**src/rtl/hop_vc_pkg.sv**
```systemverilog
package hop_vc_pkg;

  typedef enum logic {
    POL_PERHOP = 1'b0,
    POL_BRIDGE = 1'b1
  } hop_policy_e;

  function automatic int perhop_classes(input int levels);
    return (1 << levels) - 1;
  endfunction

  function automatic int bridge_classes(input int levels);
    return 1 << (levels - 1);
  endfunction

endpackage

```
**src/rtl/hvs_class_calc.sv**
```systemverilog
module hvs_class_calc #(
  parameter int CLS_W      = 2,
  parameter int PH_CLASSES = 3,
  parameter int FH_CLASSES = 2
) (
  input  logic             policy_i,
  input  logic             inject_i,
  input  logic             flip_i,
  input  logic [CLS_W-1:0] cls_in_i,
  output logic [CLS_W:0]   cls_next_o,
  output logic             in_range_o
);
  import hop_vc_pkg::*;

  hop_policy_e pol;
  logic [CLS_W:0] limit;

  always_comb begin
    pol = hop_policy_e'(policy_i);
    if (inject_i) begin
      cls_next_o = '0;
    end else if (pol == POL_PERHOP) begin
      cls_next_o = {1'b0, cls_in_i} + 1'b1;
    end else begin
      cls_next_o = {1'b0, cls_in_i} + {{CLS_W{1'b0}}, flip_i};
    end
    limit      = (pol == POL_PERHOP) ? (CLS_W+1)'(PH_CLASSES) : (CLS_W+1)'(FH_CLASSES);
    in_range_o = (cls_next_o < limit);
  end

endmodule

```
**src/rtl/hvs_vc_pick.sv**
```systemverilog
module hvs_vc_pick #(
  parameter int NUM_VC = 6,
  parameter int VC_W   = 3,
  parameter int LVC_W  = 2,
  parameter int CLS_W  = 2,
  parameter int PH_PER = 2,
  parameter int FH_PER = 3
) (
  input  logic              policy_i,
  input  logic [CLS_W:0]    cls_i,
  input  logic [NUM_VC-1:0] resv_i,
  output logic              found_o,
  output logic [LVC_W-1:0]  lvc_o,
  output logic [VC_W-1:0]   chan_o
);
  localparam int MAX_PER = (FH_PER > PH_PER) ? FH_PER : PH_PER;
  localparam int BW      = VC_W + CLS_W + 2;

  logic [BW-1:0]      per_cnt;
  logic [BW-1:0]      base;
  logic [MAX_PER-1:0] slot_ok;

  always_comb begin
    per_cnt = policy_i ? BW'(FH_PER) : BW'(PH_PER);
    base    = BW'(cls_i) * per_cnt;
  end

  for (genvar j = 0; j < MAX_PER; j++) begin : g_slot
    logic [BW-1:0] idx;
    always_comb begin
      idx        = base + BW'(j);
      slot_ok[j] = (BW'(j) < per_cnt) && (idx < BW'(NUM_VC)) &&
                   !resv_i[idx[VC_W-1:0]];
    end
  end

  always_comb begin
    found_o = 1'b0;
    lvc_o   = '0;
    for (int k = MAX_PER - 1; k >= 0; k--) begin
      if (slot_ok[k]) begin
        found_o = 1'b1;
        lvc_o   = LVC_W'(k);
      end
    end
    chan_o = VC_W'(base + BW'(lvc_o));
  end

endmodule

```
**src/rtl/hvs_resv_reg.sv**
```systemverilog
module hvs_resv_reg #(
  parameter int NUM_VC = 6,
  parameter int VC_W   = 3
) (
  input  logic              clk,
  input  logic              rst_n,
  input  logic              set_en_i,
  input  logic [VC_W-1:0]   set_idx_i,
  input  logic              clr_en_i,
  input  logic [VC_W-1:0]   clr_idx_i,
  output logic [NUM_VC-1:0] resv_o
);
  logic [NUM_VC-1:0] resv_q;
  logic [NUM_VC-1:0] resv_d;
  logic              upd_en;

  always_comb begin
    upd_en = set_en_i | clr_en_i;
    resv_d = resv_q;
    if (set_en_i) resv_d[set_idx_i] = 1'b1;
    if (clr_en_i) resv_d[clr_idx_i] = 1'b0;
  end

  always_ff @(posedge clk or negedge rst_n) begin
    if (!rst_n) begin
      resv_q <= '0;
    end else if (upd_en) begin
      resv_q <= resv_d;
    end
  end

  assign resv_o = resv_q;

endmodule

```
**src/rtl/hop_vc_selector.sv**
```systemverilog
module hop_vc_selector #(
  parameter  int LEVELS     = 2,
  parameter  int NUM_VC     = 6,
  localparam int PH_CLASSES = hop_vc_pkg::perhop_classes(LEVELS),
  localparam int FH_CLASSES = hop_vc_pkg::bridge_classes(LEVELS),
  localparam int PH_PER     = NUM_VC / PH_CLASSES,
  localparam int FH_PER     = NUM_VC / FH_CLASSES,
  localparam int CLS_W      = $clog2(PH_CLASSES + 1),
  localparam int VC_W       = (NUM_VC > 1) ? $clog2(NUM_VC) : 1,
  localparam int LVC_W      = (FH_PER > 1) ? $clog2(FH_PER) : 1
) (
  input  logic             clk,
  input  logic             rst_n,
  input  logic             policy_i,
  input  logic             req_valid_i,
  input  logic             inject_i,
  input  logic             flip_i,
  input  logic [CLS_W-1:0] cls_in_i,
  input  logic             tail_valid_i,
  input  logic [VC_W-1:0]  tail_vc_i,
  output logic             grant_valid_o,
  output logic [CLS_W-1:0] grant_class_o,
  output logic [LVC_W-1:0] grant_vc_o,
  output logic [VC_W-1:0]  grant_chan_o,
  output logic             stall_o
);
  logic [CLS_W:0]    cls_next;
  logic              in_range;
  logic              found;
  logic [NUM_VC-1:0] resv_q;

  hvs_class_calc #(
    .CLS_W(CLS_W), .PH_CLASSES(PH_CLASSES), .FH_CLASSES(FH_CLASSES)
  ) u_calc (
    .policy_i  (policy_i),
    .inject_i  (inject_i),
    .flip_i    (flip_i),
    .cls_in_i  (cls_in_i),
    .cls_next_o(cls_next),
    .in_range_o(in_range)
  );

  hvs_vc_pick #(
    .NUM_VC(NUM_VC), .VC_W(VC_W), .LVC_W(LVC_W), .CLS_W(CLS_W),
    .PH_PER(PH_PER), .FH_PER(FH_PER)
  ) u_pick (
    .policy_i(policy_i),
    .cls_i   (cls_next),
    .resv_i  (resv_q),
    .found_o (found),
    .lvc_o   (grant_vc_o),
    .chan_o  (grant_chan_o)
  );

  always_comb begin
    grant_valid_o = req_valid_i & in_range & found;
    stall_o       = req_valid_i & ~(in_range & found);
    grant_class_o = cls_next[CLS_W-1:0];
  end

  hvs_resv_reg #(.NUM_VC(NUM_VC), .VC_W(VC_W)) u_resv (
    .clk      (clk),
    .rst_n    (rst_n),
    .set_en_i (grant_valid_o),
    .set_idx_i(grant_chan_o),
    .clr_en_i (tail_valid_i),
    .clr_idx_i(tail_vc_i),
    .resv_o   (resv_q)
  );

endmodule

```
**config.mk**
```make
export PLATFORM = sky130hd
export DESIGN_NAME = hop_vc_selector
export DESIGN_NICKNAME = d
export VERILOG_FILES = /design/src/rtl/hop_vc_pkg.sv /design/src/rtl/hvs_class_calc.sv /design/src/rtl/hvs_vc_pick.sv /design/src/rtl/hvs_resv_reg.sv /design/src/rtl/hop_vc_selector.sv
export SDC_FILE = /design/constraint.sdc
export NUM_CORES = 1
export LEC_CHECK = 0
export BUFFER_PORTS_ARGS = -buffer_cell sky130_fd_sc_hd__buf_2
export CORE_MARGIN = 2
export CORE_UTILIZATION = 57
export DETAILED_ROUTE_END_ITERATION = 7
export GPL_ROUTABILITY_DRIVEN = 0
export PLACE_DENSITY = 0.87
export RECOVER_POWER = 50
export SYNTH_ARGS = -nofsm -noshare
export SYNTH_HDL_FRONTEND = slang
export SYNTH_SLANG_ARGS = --single-unit
```
**constraint.sdc**
```tcl
create_clock -name clk -period 17.4 [get_ports clk]
set_input_delay 3.48 -clock clk [delete_from_list [all_inputs] [get_ports clk]]
set_output_delay 3.48 -clock clk [all_outputs]
set_load 0.01 [all_outputs]
```
==> results.md, run 1 <==
- Final setup vio count: 0
- Die Footprint: 1870 µm²
- Worst Setup Slack post-DPL: 6.55 ns
- Die height: 43.2 µm
- Area of the multi-input gates: 668 µm²
- Vias in the first global route: 809
- Clk_skew: 0.00411 ns
- Final Net Count: 145
- DR pass1 iterations: 4
- Final slew viol count: 0
- Req. time, crit path: ~14 ns
- Worst-path maximum fanout: 9
- Commonest cells after routing, fill and taps aside: buf_2, nor2_1, nand2_1
- Core area: 1470 µm²
- Clock transition at path regs: 0.04 ns
- WP data arrival: approximately 7.5 ns
- First-pass GRT wire length: 3260 µm
- Syn_area_per_cell: 8.52 µm²
- Compound-Gate Fraction of Synth Area: between 10% and 20%
- Register area share after synthesis: 17.1%
- Placed Cells: 135
- Cell variety after synth: 38
- Worst slew margin: 74.8%
- Ports: 21
- Flop pwr share: 27.1%
- Via Count: between 800 and 900
- Clock net sink count: 6
- Top Metal Used: met4
- Leading area contributor after synthesis: dfrtp_1
- Post-Synth XOR/XNOR Area: 2.00%
- Fillers: between 100 and 150
- Cells after Synth: 103
- WHS: 0.509 ns
- Layout cells sized above 1: 22.1%
- Clock Path Buffers: 2
- N_diodes: 0
- Post-CTS setup buffers: 0
- Period utilisation layout: 63.3%
- Root Buffer: clkbuf_4
- WL met2: 1040 µm
- Seq cells post-synth: 6
- Initial drt markers: 12
- Initial core utilization: approximately 60%
- Initial antenna violation count: 0
- Grt total ovfl: 0
- HPWL after DPL: 1580 µm
- Met1 Wirelength: 773 µm
- FF+latch area: 150 µm²
- Global-route usage over all layers: 22.6%
- Fmax: just over 90 MHz
- DRC: 0
- Worst-Margin Slew: 0.378 ns
- Mux share of post-synthesis cell area: 8.13%
- Post-DRT Antenna Nets: 0
- Yosys Warn Count: 0
- Tmin final: 11.01 ns
- Input/output buffers: 20
- Pin count of the biggest net entering global routing: 12
- H-tree depth: 1
- Adder-Cell Fraction of Synth Area: 14.6%
- Sw Share: between 40 and 50%
- Worst hold path type: reg -> reg
- Outcome: complete, no violations
- Peak VDD IR: 0.0836 mV
- # rows: 14
- TritonCTS Buffers: 3
- Nature of the critical path endpoint: primary output
- WL per Instance: 13.5 µm
- LEAKAGE: 0.439 nW
- DR vias/cell: 6.15
- Comb power frac: 61.1%
- Max FFs per register: 6
- Critical path type: in -> out
- Area Overhead vs Synth: 11.4%
- WL met3: 37 µm
- Final WS setup: ~6.4 ns
- RSZ-0062 raised after global routing: no
- Post-CTS resize count: 0
- Tot Pwr: roughly 0.0001 W
- Main combinational cell family by area after synthesis: simple AND/OR/NAND/NOR gates
- Top cell type's share of synthesized area: 17.1%
- Simple-Gate Fraction of Synth Area: 32.8%
- Max Cap Viol: 0
- Hold Fails Final Rpt: 0
- CTS tree: yes
- Power per cell area: 105 nW/µm²
- Syn_nets: approximately 120
- Startpoint types: primary input
- Skew-Pair Late Insertion Delay: between 0.2 and 0.25 ns
- Int Pwr: 0.0000574 W
- Clock network fraction of design power: 11.8%
- Netlist Area Pre-Place: approximately 900 µm²
- Hold Buf Count CTS: 0
- DIE WIDTH: 43.2 µm
- Final cell count without fillers: 138
- Setup TNS: 0 ns
- Switch Pwr: 0.0000453 W
- Commonest non-fill, non-tap cell in the layout: buf_2
- Top cells by area, synth: dfrtp_1, ha_1, mux4_2
- WL final: 1870 µm
critical path, stage by stage:
cell and delay, ns:
clkbuf_1 0.27, nand2b_1 0.10, ha_1 0.19, ha_1 0.34
and3b_1 0.21, ha_1 0.21, fa_1 0.67, ha_1 0.26
and2_1 0.16, o21ai_0 0.09, o2111a_1 0.20, nor2b_1 0.17
ha_1 0.20, fa_1 0.38, xnor2_1 0.31, inv_1 0.13
buf_2 0.16
synth_stat cells (all sizes together):
master,instances
nor2,9
nand4,3
mux4,2
o21ai,9
and2,1
xnor2,2
nand2,8
nor2b,5
nand3b,3
o2111a,2
a41o,1
ha,7
nand4b,2
o21bai,1
inv,5
a22o,1
nand2b,4
o21a,1
a21oi,4
o31ai,2
nor3b,2
a31oi,1
mux2,2
a311oi,1
and3b,2
o211ai,1
nand3,7
buf,3
nor3,2
dfrtp,6
fa,2
and4b,1
clkbuf,1
final timing paths:
kind	cells past startpoint	slack, ns	end	start
worst max register to register	11	14.50	u_resv.resv_o[2]	u_resv.resv_o[3]
max in group asynchronous	1	14.06	u_resv.resv_o[2]	rst_n
min in group asynchronous	1	3.10	u_resv.resv_o[0]	rst_n
worst min-delay path	2	0.51	u_resv.resv_o[4]	u_resv.resv_o[4]
worst max-delay path	17	6.39	grant_chan_o[2]	policy_i
worst min register to register	2	0.51	u_resv.resv_o[4]	u_resv.resv_o[4]
final cells by class:
type / count / area share, %
Multi-Input combinational cell: 88 / 68.4
Tap cell: 16 / 2.05
Timing Repair Buffer: 20 / 9.99
Sequential cell: 6 / 15.4
Clock buffer: 3 / 2.30
Inverter: 5 / 1.92
metal layers:
metal / global-route usage (%) / vias up
met5: 0 / -
met4: 6.06 / 0
met3: 1.28 / 4
met2: 42.7 / 14
met1: 27.1 / 410
li1: - / 421
kinds of logic after synthesis:
family / Yosys count
mux: 4
compound gates: 24
buf+inv: 9
simple gates: 49
xor+xnor: 2
fa+ha+maj: 9
flops: 6
power by group through the flow:
| stage | logic, W | registers [W] | clock network [W] |
|---|---|---|---|
| final | 0.0000627 | 0.0000278 | 0.0000121 |
| after global routing | 0.0000688 | 0.0000286 | 0.0000135 |
| after CTS | 0.0000639 | 0.0000279 | 0.0000125 |
| after detailed placement | 0.0000638 | 0.0000281 | 0 |
| after global placement | 0.0000617 | 0.0000277 | 0 |
| after floorplan | 0.0000495 | 0.0000252 | 0 |
metrics by stage:
stage | instance area, µm² | util, %
after floorplan | 877 | -
after global placement | 963 | 65.5
after detailed placement | 963 | 65.5
after CTS | 986 | 67.0
after global routing | 977 | 66.4
final | 977 | 66.4
Note: power is estimated with default switching activity, not from simulation.
==> run 2: changes to the inputs <==
--- a/config.mk
+++ b/config.mk
@@ -5,12 +5,13 @@
 export SDC_FILE = /design/constraint.sdc
 export NUM_CORES = 1
 export LEC_CHECK = 0
+export ABC_AREA = 1
 export BUFFER_PORTS_ARGS = -buffer_cell sky130_fd_sc_hd__buf_2
 export CORE_MARGIN = 2
-export CORE_UTILIZATION = 57
+export CORE_UTILIZATION = 49
 export DETAILED_ROUTE_END_ITERATION = 7
 export GPL_ROUTABILITY_DRIVEN = 0
-export PLACE_DENSITY = 0.87
+export PLACE_DENSITY = 0.78
 export RECOVER_POWER = 50
 export SYNTH_ARGS = -nofsm -noshare
 export SYNTH_HDL_FRONTEND = slang
==> constraint.sdc (replaced) <==
create_clock -name clk -period 9.1 [get_ports clk]
set_input_delay 1.82 -clock clk [delete_from_list [all_inputs] [get_ports clk]]
set_output_delay 1.82 -clock clk [all_outputs]
set_load 0.01 [all_outputs]
==> run 2 against run 1 <==
- register-to-register slack worse by 8.0 ns
- wire length is 30% higher
- non-clock buffer count stayed put
- critical endpoint unchanged
- critical path type unchanged
- area after synthesis is 16% higher
- combinational power is 120% higher
- largest power group unchanged
- via count is 31% higher
- global-route usage is 0.18 points lower
- core utilization is 7.6 points lower
==> results.md, run 2 <==
- Die height: 49.6 µm
- RSZ-0062 raised after global routing: no
- WL per Instance: 11.6 µm
- Clk_skew: 0.000391 ns
- Power per cell area: ~180 nW/µm²
- LEAKAGE: 0.638 nW
- # rows: 16
- Syn_nets: 182
- Post-CTS setup buffers: 0
- Switch Pwr: just over 0.0001 W
- Worst hold path type: reg -> reg
- Startpoint types: primary input
- Register area share after synthesis: 14.7%
- Cell variety after synth: 28
- Period utilisation layout: 88.4%
- Fin area: 1150 µm²
- Clock network fraction of design power: 12.2%
- TritonCTS Buffers: 3
- Layout cells sized above 1: 20.8%
- Req. time, crit path: 7.28 ns
- Sw Share: 49.7%
- Clock transition at path regs: around 0.040 ns
- Root Buffer: clkbuf_4
- Initial core utilization: between 50% and 60%
- Cells after Synth: 161
- Commonest cells after routing, fill and taps aside: nand2_1, inv_1, nor2_1, nand3_1, buf_2
- WHS: 0.541 ns
- Top cells by count, synth: nand2_1, inv_1, nor2_1
- Yosys Warn Count: 0
- Top cells by area, synth: nand2_1, dfrtp_1, inv_1
- Area Overhead vs Synth: 13.3%
- Via Count: 1113
- Post-DRT Antenna Nets: 0
- Pin count of the biggest net entering global routing: 13
- Hold Fails Final Rpt: 0
- Final Net Count: 206
- Ys flop type: dfrtp_1
- Peak VDD IR: 0.110 mV
- DR pass1 iterations: 5
- Syn_area_per_cell: 6.33 µm²
- Int Pwr: 0.000104 W
- Max Cap Viol: 0
- DIE WIDTH: 49.6 µm
- Clock Path Buffers: 2
- Tmin final: 8.04 ns
- DRC: 0
- CTS tree: yes
- Final setup vio count: 0
- Global-route usage over all layers: 22.4%
- Core area: slightly below 2000 µm²
- DR vias/cell: 5.30
- CP Cell Sequence: clkbuf_1 > inv_1 > or2_2 > ha_1 > ha_1 > inv_1 > nor2_1 > nand2_1 > inv_1 > ha_1 > fa_1 > ha_1 > inv_1 > o21ai_1 > nand2_1 > nor2_2 > nand3_1 > a21oi_1 > ha_1 > fa_1 > xor2_1 > buf_2
- Clock net sink count: 6
- Critical path type: in -> out
- WP data arrival: 6.22 ns
- Post-CTS resize count: 0
- Die Footprint: 2460 µm²
- HPWL after DPL: 2060 µm
- Min-delay src: u_resv.resv_o[5]
- Tot Pwr: 0.000206 W
- Grt total ovfl: 0
- Comb power frac: between 60% and 70%
- Most frequent cell after synthesis: nand2_1
- Skew-Pair Late Insertion Delay: roughly 0.25 ns
- Final slew viol count: 0
- Hold Buf Count CTS: 0
- Flop pwr share: 22.2%
- Async set-reset flop share out of synthesis: 100%
- Final Util: 58.8%
- Most common cell on crit path: ha_1
- Setup TNS: 0 ns
- Nature of the critical path endpoint: primary output
- Commonest non-fill, non-tap cell in the layout: nand2_1
- Initial antenna violation count: 0
- Leading area contributor after synthesis: nand2_1
- Ports: 21
- Outcome: complete, no violations
- Worst-Margin Slew: 0.482 ns
- Netlist Area Pre-Place: 1020 µm²
- Max FFs per register: 6
- CP Launch Point: policy_i
- N_diodes: 0
- Input/output buffers: 20
- Fillers: 215
- WL final: 2440 µm
- Fmax: about 120 MHz
- DP Area: 1140 µm²
- Worst-path maximum fanout: 7
- Seq cells post-synth: 6
- Register-to-register setup slack: 6.51 ns
- Post-synth EDFFs: 0
- Vias in the first global route: 1065
- H-tree depth: 1
- First-pass GRT wire length: 4280 µm
- Worst slew margin: about two thirds
- Crit-path slowest cell: fa_1
- CP peak stage delay: 0.54 ns
- Top cell type's share of synthesized area: between 10% and 20%
- R2r startpoint: u_resv.resv_o[4]
- Initial drt markers: 18
-- run 2: worst paths after layout --
path / to / depth (start not counted)
worst max-delay path: grant_chan_o[2] / 22
worst min-delay path: u_resv.resv_o[5] / 2
worst max register to register: u_resv.resv_o[5] / 16
worst min register to register: u_resv.resv_o[5] / 2
max in group asynchronous: u_resv.resv_o[1] / 1
min in group asynchronous: u_resv.resv_o[2] / 1
-- run 2: cell families after synthesis --
logic type	Yosys count	share of synthesized area, %
DFF	6	14.7
xor gates and xnor gates	1	0.860
buffers and inverters	29	11.4
AOI/OAI and AO/OA	22	14.5
adders and majority gates	9	12.5
and+or+nand+nor	94	45.9
-- run 2: critical path, delay by kind of cell --
kind            cells  cell delay (ns)
fa+ha+maj           7             2.05
simple gates        6             1.07
buf+inv             6             0.83
xor+xnor            1             0.27
compound gates      2             0.19
-- run 2: layer usage --
layer,part of all wire [%],wire (µm),vias to the layer above,track usage [%]
li1,-,-,569,-
met1,43,1050,516,25.5
met2,53,1300,21,41.3
met3,1.5,37,7,2.12
met4,2.3,55,0,10.6
met5,0,0,-,0
-- run 2: cell type report --
type / instances / area, µm² / area share (%)
clock buffers: 3 / 22.5 / 1.95
inverters: 28 / 105 / 9.11
multi-input cells: 126 / 747 / 64.8
flip-flops and latches: 6 / 150 / 13.0
well taps: 27 / 33.8 / 2.93
repair buffers: 20 / 95.1 / 8.24
-- run 2: through the flow --
stage	worst slack [ns]	std cells
2_1_floorplan	1.75	161
3_3_place_gp	1.41	207
3_5_place_dp	1.31	207
4_1_cts	1.30	210
5_1_grt	0.597	210
6_report	1.06	210
-- run 2: power by group through the flow --
stage | Combinational [W] | Clock (W) | Sequential, W
5_1_grt | 0.000154 | 0.0000268 | 0.0000471
3_3_place_gp | 0.000133 | 0 | 0.0000457
6_report | 0.000135 | 0.0000251 | 0.0000458
2_1_floorplan | 0.000105 | 0 | 0.0000441
3_5_place_dp | 0.000136 | 0 | 0.0000461
4_1_cts | 0.000137 | 0.0000262 | 0.0000457
